===== src/rtl/slot_sched_pkg.sv =====
package slot_sched_pkg;
  localparam int unsigned DEF_SLOTS   = 6;
  localparam int unsigned DEF_WORKERS = 6;
  // context id reported for the supervisor; worker w reports w + 1
  localparam int unsigned SUP_CTX_ID  = 0;
endpackage


===== src/rtl/slot_sched_rotator.sv =====
module slot_sched_rotator #(
  parameter int unsigned NUM_SLOTS = slot_sched_pkg::DEF_SLOTS
) (
  input  logic                 clk,
  input  logic                 rst_n,
  output logic [NUM_SLOTS-1:0] ptr_oh
);
  logic [NUM_SLOTS-1:0] ptr_q, ptr_d;

  always_comb begin
    ptr_d = {ptr_q[NUM_SLOTS-2:0], ptr_q[NUM_SLOTS-1]};
  end

  always_ff @(posedge clk or negedge rst_n) begin
    if (!rst_n) ptr_q <= {{(NUM_SLOTS-1){1'b0}}, 1'b1};
    else        ptr_q <= ptr_d;
  end

  assign ptr_oh = ptr_q;

  p_sel_onehot_r2: assert property (@(posedge clk) disable iff (!rst_n)
    $countones(ptr_q) == 1);

  p_rotate_r2: assert property (@(posedge clk) disable iff (!rst_n)
    1'b1 |=> ptr_q == {$past(ptr_q[NUM_SLOTS-2:0]), $past(ptr_q[NUM_SLOTS-1])});
endmodule


===== src/rtl/slot_sched_table.sv =====
module slot_sched_table #(
  parameter int unsigned NUM_SLOTS   = slot_sched_pkg::DEF_SLOTS,
  parameter int unsigned NUM_WORKERS = slot_sched_pkg::DEF_WORKERS,
  localparam int unsigned WID_W      = $clog2(NUM_WORKERS)
) (
  input  logic                            clk,
  input  logic                            rst_n,
  input  logic                            claim_en,
  input  logic [NUM_SLOTS-1:0]            claim_oh,
  input  logic [WID_W-1:0]                claim_wid,
  input  logic [NUM_WORKERS-1:0]          term_req,
  output logic [NUM_SLOTS-1:0]            busy,
  output logic [NUM_SLOTS-1:0][WID_W-1:0] slot_wid,
  output logic [NUM_SLOTS-1:0]            rel,
  output logic [NUM_WORKERS-1:0]          run_vec
);
  for (genvar s = 0; s < NUM_SLOTS; s++) begin : g_slot
    logic             busy_r, busy_d, take, hit, rel_s;
    logic [WID_W-1:0] wid_r;

    always_comb begin
      take = claim_en & claim_oh[s];
      hit  = 1'b0;
      for (int w = 0; w < NUM_WORKERS; w++) begin
        if (wid_r == WID_W'(w)) hit = term_req[w];
      end
      rel_s  = busy_r & hit;
      busy_d = busy_r;
      if (take)       busy_d = 1'b1;
      else if (rel_s) busy_d = 1'b0;
    end

    always_ff @(posedge clk or negedge rst_n) begin
      if (!rst_n) begin
        busy_r <= 1'b0;
        wid_r  <= '0;
      end else begin
        busy_r <= busy_d;
        if (take) wid_r <= claim_wid;
      end
    end

    assign busy[s]     = busy_r;
    assign slot_wid[s] = wid_r;
    assign rel[s]      = rel_s;
  end

  always_comb begin
    run_vec = '0;
    for (int s = 0; s < NUM_SLOTS; s++) begin
      for (int w = 0; w < NUM_WORKERS; w++) begin
        if (busy[s] && slot_wid[s] == WID_W'(w)) run_vec[w] = 1'b1;
      end
    end
  end

  // with no claim and no termination, ownership holds
  p_hold_r7: assert property (@(posedge clk) disable iff (!rst_n)
    (!claim_en && term_req == '0) |=> $stable(busy));

  // a claimed slot is held by a worker on the next cycle
  p_claim_r3: assert property (@(posedge clk) disable iff (!rst_n)
    claim_en |=> (busy & $past(claim_oh)) != '0);

  // a released slot that is not re-claimed is free next cycle
  p_release_r4: assert property (@(posedge clk) disable iff (!rst_n)
    (rel != '0 && !claim_en) |=> (busy & $past(rel)) == '0);
endmodule


===== src/rtl/slot_sched_admit.sv =====
module slot_sched_admit #(
  parameter int unsigned NUM_SLOTS   = slot_sched_pkg::DEF_SLOTS,
  parameter int unsigned NUM_WORKERS = slot_sched_pkg::DEF_WORKERS,
  localparam int unsigned WID_W      = $clog2(NUM_WORKERS)
) (
  input  logic                   clk,
  input  logic                   rst_n,
  input  logic                   launch_req,
  input  logic [WID_W-1:0]       launch_wid,
  input  logic [NUM_WORKERS-1:0] term_req,
  input  logic [NUM_SLOTS-1:0]   busy,
  input  logic [NUM_SLOTS-1:0]   rel,
  input  logic [NUM_WORKERS-1:0] run_vec,
  output logic                   claim_en,
  output logic [NUM_SLOTS-1:0]   claim_oh,
  output logic                   launch_ack,
  output logic                   launch_nak
);
  logic [NUM_SLOTS-1:0] free;
  logic                 id_ok, id_busy;

  always_comb begin
    free     = ~busy | rel;
    claim_oh = free & (~free + NUM_SLOTS'(1));
    id_ok    = {1'b0, launch_wid} < (WID_W+1)'(NUM_WORKERS);
    id_busy  = 1'b0;
    for (int w = 0; w < NUM_WORKERS; w++) begin
      if (launch_wid == WID_W'(w)) id_busy = run_vec[w] & ~term_req[w];
    end
    claim_en   = launch_req & (free != '0) & id_ok & ~id_busy;
    launch_ack = claim_en;
    launch_nak = launch_req & ~claim_en;
  end

  p_full_nak_r7: assert property (@(posedge clk) disable iff (!rst_n)
    (launch_req && (busy & ~rel) == '1) |-> launch_nak);

  p_one_resp_r9: assert property (@(posedge clk) disable iff (!rst_n)
    launch_req |-> (launch_ack ^ launch_nak));

  p_idle_resp_r9: assert property (@(posedge clk) disable iff (!rst_n)
    !launch_req |-> (!launch_ack && !launch_nak));
endmodule


===== src/rtl/slot_sched.sv =====
module slot_sched #(
  parameter int unsigned NUM_SLOTS   = slot_sched_pkg::DEF_SLOTS,
  parameter int unsigned NUM_WORKERS = slot_sched_pkg::DEF_WORKERS,
  localparam int unsigned WID_W      = $clog2(NUM_WORKERS),
  localparam int unsigned CTX_W      = $clog2(NUM_WORKERS + 1)
) (
  input  logic                   clk,
  input  logic                   rst_n,
  input  logic                   launch_req,
  input  logic [WID_W-1:0]       launch_wid,
  input  logic [NUM_WORKERS-1:0] term_req,
  input  logic                   aux_op,
  output logic [NUM_SLOTS-1:0]   slot_sel,
  output logic [CTX_W-1:0]       ctx_id,
  output logic                   sup_stall,
  output logic                   launch_ack,
  output logic                   launch_nak,
  output logic                   aux_exc
);
  import slot_sched_pkg::*;

  logic [NUM_SLOTS-1:0]            busy, rel, claim_oh;
  logic [NUM_SLOTS-1:0][WID_W-1:0] slot_wid;
  logic [NUM_WORKERS-1:0]          run_vec;
  logic                            claim_en, cur_busy;
  logic [WID_W-1:0]                cur_wid;

  slot_sched_rotator #(.NUM_SLOTS(NUM_SLOTS)) i_rot (
    .clk(clk), .rst_n(rst_n), .ptr_oh(slot_sel));

  slot_sched_table #(.NUM_SLOTS(NUM_SLOTS), .NUM_WORKERS(NUM_WORKERS)) i_tbl (
    .clk(clk), .rst_n(rst_n), .claim_en(claim_en), .claim_oh(claim_oh),
    .claim_wid(launch_wid), .term_req(term_req), .busy(busy),
    .slot_wid(slot_wid), .rel(rel), .run_vec(run_vec));

  slot_sched_admit #(.NUM_SLOTS(NUM_SLOTS), .NUM_WORKERS(NUM_WORKERS)) i_adm (
    .clk(clk), .rst_n(rst_n), .launch_req(launch_req), .launch_wid(launch_wid),
    .term_req(term_req), .busy(busy), .rel(rel), .run_vec(run_vec),
    .claim_en(claim_en), .claim_oh(claim_oh),
    .launch_ack(launch_ack), .launch_nak(launch_nak));

  always_comb begin
    cur_busy = 1'b0;
    cur_wid  = '0;
    for (int s = 0; s < NUM_SLOTS; s++) begin
      if (slot_sel[s]) begin
        cur_busy = busy[s];
        cur_wid  = slot_wid[s];
      end
    end
    ctx_id    = cur_busy ? CTX_W'(cur_wid) + CTX_W'(1) : CTX_W'(SUP_CTX_ID);
    sup_stall = &busy;
    aux_exc   = aux_op & ~cur_busy;
  end

  p_stall_worker_r5: assert property (@(posedge clk) disable iff (!rst_n)
    sup_stall |-> ctx_id != CTX_W'(SUP_CTX_ID));

  p_sup_exc_r6: assert property (@(posedge clk) disable iff (!rst_n)
    (aux_op && ctx_id == CTX_W'(SUP_CTX_ID)) |-> aux_exc);

  p_worker_no_exc_r6: assert property (@(posedge clk) disable iff (!rst_n)
    (ctx_id != CTX_W'(SUP_CTX_ID)) |-> !aux_exc);
endmodule


===== config.mk =====
export PLATFORM = sky130hd
export DESIGN_NAME = slot_sched
export DESIGN_NICKNAME = d
export VERILOG_FILES = /design/src/rtl/slot_sched_pkg.sv /design/src/rtl/slot_sched_rotator.sv /design/src/rtl/slot_sched_table.sv /design/src/rtl/slot_sched_admit.sv /design/src/rtl/slot_sched.sv
export SDC_FILE = /design/constraint.sdc
export NUM_CORES = 1
export LEC_CHECK = 0
export ABC_AREA = 1
export CELL_PAD_IN_SITES_DETAIL_PLACEMENT = 1
export CELL_PAD_IN_SITES_GLOBAL_PLACEMENT = 2
export CORE_AREA = 2 2 81 98
export CTS_BUF_LIST = sky130_fd_sc_hd__clkbuf_4 sky130_fd_sc_hd__clkbuf_8 sky130_fd_sc_hd__clkbuf_16
export CTS_CLUSTER_SIZE = 30
export DETAILED_ROUTE_END_ITERATION = 8
export DIE_AREA = 0 0 83 100
export GPL_ROUTABILITY_DRIVEN = 0
export MAX_ROUTING_LAYER = met4
export PLACE_DENSITY = 0.8
export SYNTH_ARGS = -nofsm -noshare
export SYNTH_HDL_FRONTEND = slang
export SYNTH_SLANG_ARGS = --single-unit

===== constraint.sdc =====
create_clock -name clk -period 4.5 [get_ports clk]
set_input_delay 0.9 -clock clk [delete_from_list [all_inputs] [get_ports clk]]
set_output_delay 0.9 -clock clk [all_outputs]
set_load 0.1 [all_outputs]

### Yosys cells after proc, flatten, opt, wreduce, memory -nomap -nowiden

Index checks and enable logic that the tools add are counted.

* flip-flop bits (word level): 30
* input port bits: 13
* output and inout bits: 13
* word-level logic and storage cells: 241

* add/sub/neg operators: 2
* magnitude comparators: 1
* equality and inequality tests: 35
* mux-type cells: 103
* bitwise gates (word level): 36
* reduce and logical (&&, ||, !) cells: 51

Operator list (number)
* $mux 1: 96
* $eq 3x2->1 const B: 14
* $eq 3x3->1 const B: 14
* $logic_and 1x1->1: 36
* $and 1x1->1: 23
* $eq 3x1->1 const B: 7
* $logic_not 3->1: 7
* $mux 3: 7
* $not 6->6: 2
* $reduce_bool 2->1: 6
* $not 1->1: 9
* $add 6x1->6 const B: 1
* $and 6x6->6: 1
* $or 6x6->6: 1
* $reduce_and 6->1: 1
* $reduce_bool 6->1: 1
* $add 3x1->3 const B: 1
* $lt 3x3->1 const B: 1

### Logic depth before layout (Yosys ltp)

* word-level depth: 19
* gate-level depth with buffers: 14
* gate-level depth less buffers: 13

### Hierarchy

A second synthesis with hierarchy kept.

* cells, all modules: 389
* area total of the unflattened synthesis: 2484.9 um2

Modules (own cells, without submodules)
* slot_sched_table: instances 1, cells each 263, area each 1764.2 um2, sequential area each 600.6 um2
* slot_sched: instances 1, cells each 72, area each 320.3 um2, sequential area each 0.0 um2
* slot_sched_admit: instances 1, cells each 48, area each 249.0 um2, sequential area each 0.0 um2
* slot_sched_rotator: instances 1, cells each 6, area each 151.4 um2, sequential area each 151.4 um2

### Least setup slack after synthesis

Ideal clock, no wire load.

* path type: flip-flop to output port
* start: register i_rot.ptr_q[1] (netlist: i_rot.ptr_oh[1])
* end: output port ctx_id[2]
* data arrival time: 3324 ps
* data required time: 3600 ps
* setup slack: 276 ps
* stages on the path, launching flop included: 11
* path buffers: 0
* cells stage by stage: dfrtp_1 > inv_1 > nand3_1 > a22oi_1 > nand2_1 > o21ai_0 > o21ai_0 > o21ai_0 > ha_1 > xnor2_1 > nor2_1

* cells in the longest elaborated chain, start to end: 7
* elaborated cells between the ends (all ways): 12
* those cells by class: add/sub (1); mux (11)

Ends and longest elaborated chain
* from (decl): line slot_sched_rotator.sv:8 `logic [NUM_SLOTS-1:0] ptr_q, ptr_d;`
* from (signal assigned): line slot_sched_rotator.sv:15 `if (!rst_n) ptr_q <= {{(NUM_SLOTS-1){1'b0}}, 1'b1};`
* from (signal assigned): line slot_sched_rotator.sv:16 `else ptr_q <= ptr_d;`
* $mux 3 (5 in a row): line slot_sched.sv:46 `if (slot_sel[s]) begin`
* $add 3x1->3: line slot_sched.sv:51 `ctx_id = cur_busy ? CTX_W'(cur_wid) + CTX_W'(1) : CTX_W'(SUP_CTX_ID);`
* $mux 3 (*): line slot_sched.sv:51
* to (decl): line slot_sched.sv:14 `output logic [CTX_W-1:0] ctx_id,`

Mark *: on every way between the ends. The rest lies on a longest branch, timed or not.

### Worst setup path after layout

* start: input port term_req[1]
* end: output port launch_nak

* cells in the longest elaborated chain, start to end: 13
* elaborated cells between the ends (all ways): 51
* those cells by class: mux (35); bitwise (15); reduce/logical (1)

Ends and longest elaborated chain
* from (decl): line slot_sched.sv:11 `input logic [NUM_WORKERS-1:0] term_req,`
* $mux 1 (5 in a row): line slot_sched_table.sv:25 `if (wid_r == WID_W'(w)) hit = term_req[w];`
* $and 1x1->1: line slot_sched_table.sv:27 `rel_s = busy_r & hit;`
* $or 6x6->6: line slot_sched_admit.sv:23 `free = ~busy | rel;`
* $reduce_bool 6->1: line slot_sched_admit.sv:30 `claim_en = launch_req & (free != '0) & id_ok & ~id_busy;`
* $and 1x1->1 (2 in a row): line slot_sched_admit.sv:30
* $and 1x1->1 (*): line slot_sched_admit.sv:30
* $not 1->1 (*): line slot_sched_admit.sv:32 `launch_nak = launch_req & ~claim_en;`
* $and 1x1->1 (*): line slot_sched_admit.sv:32
* to (decl): line slot_sched.sv:17 `output logic launch_nak,`

Marks and branches as above.

==> summary.txt <==
Clock network
  – Clock transition at path regs: roughly 0.08 ns
  – Post-CTS Resized: 0
  – Num Clock Sinks: 30
  – TritonCTS buffer count: 5
  – Total setup buffers inserted after CTS: 0
  – Hold_buf cts: 0
  – Root Driver: clkbuf_8
  – Clock Tree Buf Depth: 2
  – Skew-Pair Late Insertion Delay: 0.30 ns
  – Htree depth: 2
  – CTS tree: built

Placed design
  – DP HPWL: 6.61 mm
  – Pre-CTS worst setup slack: ~0.52 ns
  – Port Buffers: 25
  – Inst Count DP: 464

Worst setup path
  – Worst path max stage delay: 0.63 ns
  – CP delay by family, top: simple AND/OR/NAND/NOR gates
  – Buf/Inv on CP: 2
  – Critical Path AT: slightly above 3 ns
  – Setup crit end kind: output port
  – Worst Setup Path Type: in -> out
  – Crit-path cells: clkdlybuf4s50_1 -> nand4_1 -> nand2_1 -> nor2_1 -> nand4_1 -> nor2_2 -> nand2_2 -> nor2_4 -> nor2_8 -> nor2_1 -> buf_12
  – CP Launch Type: input port
  – R2r setup slk: 2.23 ns
  – Required time worst endpoint: 3.60 ns
  – Slowest stage cell, crit path: clkdlybuf4s50_1
  – Critical path peak fanout: 18

Global routing
  – Gr busiest metal: met2
  – Initial antenna violation count: 0
  – GR Util All Layers: a little over a fifth
  – First-pass GRT wire length: approximately 14 mm
  – GR Overflow Total: 0
  – Vias in the first global route: 2,598
  – M1 GR Usage: 27.3%
  – Met2 usage: a little under two fifths
  – Met3 Usage GRT: ~2.9%
  – Largest net degree at the start of global routing: 31

Timing
  – Crit share post-route: slightly below 90%
  – Worst hold margin: 0.419 ns
  – Setup ws final: 0.522 ns
  – Final Critical Period: 3.98 ns
  – Setup_tns: 0 ns
  – Relative slew slack: a little over a third
  – Slew Limit Fails: 0
  – # setup viols final: 0
  – Fmax: about 250 MHz
  – Skew final: between 0.009 and 0.01 ns
  – Slew @ Worst Pin: approximately 0.96 ns
  – Final hold vios: 0
  – RSZ-0062 raised after global routing: false

Die
  – Core area: 7490 um^2
  – Starting Density: 31.4%
  – Die width: about 83 um
  – Placement row count: 35
  – Die Area: 8300 um^2
  – Chip Height: ~100 um
  – Ports: 26

Synth
  – Seq/Total Area, Yosys: 31.9%
  – Distinct cell type count after synthesis: 29
  – Synth Area per Inst: roughly 6.6 um^2
  – Synth area leaders: dfrtp_1 31%, nand2_1 12%, nand4_1 11%
  – Register bit total from synthesis: 30
  – Mapped Cells: 358
  – YS warnings: 0
  – Dominant cell type by area after synthesis: dfrtp_1
  – Post-Syn Area: 2350 um^2
  – Ys async rst share: 100%
  – Number of synthesized flops with an enable pin: 0
  – Syn nets: about 370
  – Count leader, synth: nand2_1
  – Dominant synthesized flop cell: dfrtp_1
  – Post-synth top area share: 30.8%
  – List of most frequent post-synthesis cells: 77 x nand2_1, 49 x nand3_1, 43 x nand4_1, 39 x nor2_1, 33 x inv_1

Layout
  – Fill cells: 966
  – Total inserted antenna cells: 0
  – Nets: 393
  – Synthesis-to-layout area growth: 17.6%
  – Fraction of layout cells with a size suffix above 1: 11.1%
  – Layout Cells excl Fill: around 470

Route
  – Number of routed nets with antenna violations: 0
  – Via/cell ratio: between 5 and 6
  – Via count: between 2,000 and 3,000
  – Pre-Repair DR Iteration Count: 4
  – Iter 0 DRT Violations: ~140
  – DRC violations left: 0
  – Wire per inst: 18.0 um
  – Final wirelength: 8.50 mm

Pwr
  – Power Density: between 300 and 400 nW/um^2
  – P_leak: 1.26 nW
  – Peak VDD IR: 0.260 mV
  – Tot Pwr: ~1.0 mW

Min path
  – Worst Hold Class: reg -> reg

Run
  – # Max-Cap Violations: 0

Run status
  – Outcome: completed
[area by class of cell]
class,instances,area [um^2],share of cell area (%)
flip-flops and latches,30,752,27.1
clock inverters,3,21.3,0.768
multi-input cells,268,1360,49.0
inverters,46,173,6.23
well taps,92,115,4.16
clock buffers,5,68.8,2.48
repair buffers,28,283,10.2
[metrics by stage]
stage	instance area (um^2)	utilization [%]
after global routing	2770	37.0
after floorplan	2350	-
final	2770	37.0
after CTS	2770	37.0
after detailed placement	2680	35.8
after global placement	2680	35.8
[flip-flops by register name (all words and copies together) (netlist names)]
| signal | flops |
|---|---|
| i_tbl.g_slot.busy_r | 6 |
| i_tbl.g_slot.wid_r | 18 |
| i_rot.ptr_oh | 6 |
[power breakdown]
group / leakage (nW) / internal [mW] / switching (mW)
combinational: 0.833 / 0.117 / 0.250
sequential: 0.385 / 0.313 / 0.118
clock: 0.0441 / 0.109 / 0.128
total: 1.26 / 0.539 / 0.496
[layer usage]
metal	share of wire, %	vias up
met5	0	-
met4	2.8	0
met3	3.1	16
met2	48	58
met1	46	1263
li1	-	1267
[cell usage in the layout (no fill, tap or decap), types with 2 or more instances in the layout]
master | Yosys | layout
a21oi_1 | 8 | 8
nor2_2 | 3 | 3
inv_2 | 13 | 13
dfrtp_1 | 29 | 29
nand2_1 | 77 | 77
clkdlybuf4s50_1 | 0 | 19
nor3_1 | 9 | 9
o21ai_0 | 12 | 12
buf_12 | 0 | 2
o21ai_1 | 5 | 5
nor2_1 | 39 | 39
clkbuf_8 | 0 | 5
a22oi_1 | 2 | 2
nor2_4 | 2 | 2
nand4_1 | 43 | 43
nor4_1 | 3 | 3
o211ai_1 | 6 | 6
inv_1 | 33 | 33
nand3_1 | 49 | 49
buf_4 | 0 | 7
nand3_4 | 2 | 2
[path summary, 6_finish.rpt]
check	start	to	cells past startpoint
worst min-delay path	i_rot.ptr_oh[3]$_DFF_PN0_	i_rot.ptr_oh[4]$_DFF_PN0_	0
worst min register to register	i_rot.ptr_oh[3]$_DFF_PN0_	i_rot.ptr_oh[4]$_DFF_PN0_	0
worst max-delay path	term_req[1]	launch_nak	11
worst max register to register	i_tbl.g_slot[2].wid_r[2]$_DFFE_PN0P_	i_tbl.g_slot[4].wid_r[2]$_DFFE_PN0P_	12
min in group asynchronous	rst_n	i_tbl.g_slot[1].wid_r[2]$_DFFE_PN0P_	2
max in group asynchronous	rst_n	i_rot.ptr_oh[0]$_DFF_PN1_	2
[cells by family after synthesis]
family,Yosys count,synth area share [%]
XOR/XNOR,1,0.372
adder cells (fa/ha/maj),1,0.531
flip-flops,30,31.9
AND/OR/NAND/NOR,232,48.6
AO/OA/AOI/OAI,34,8.13
buffers and inverters,60,10.4
No activity file was read; power rests on OpenSTA's default activity.
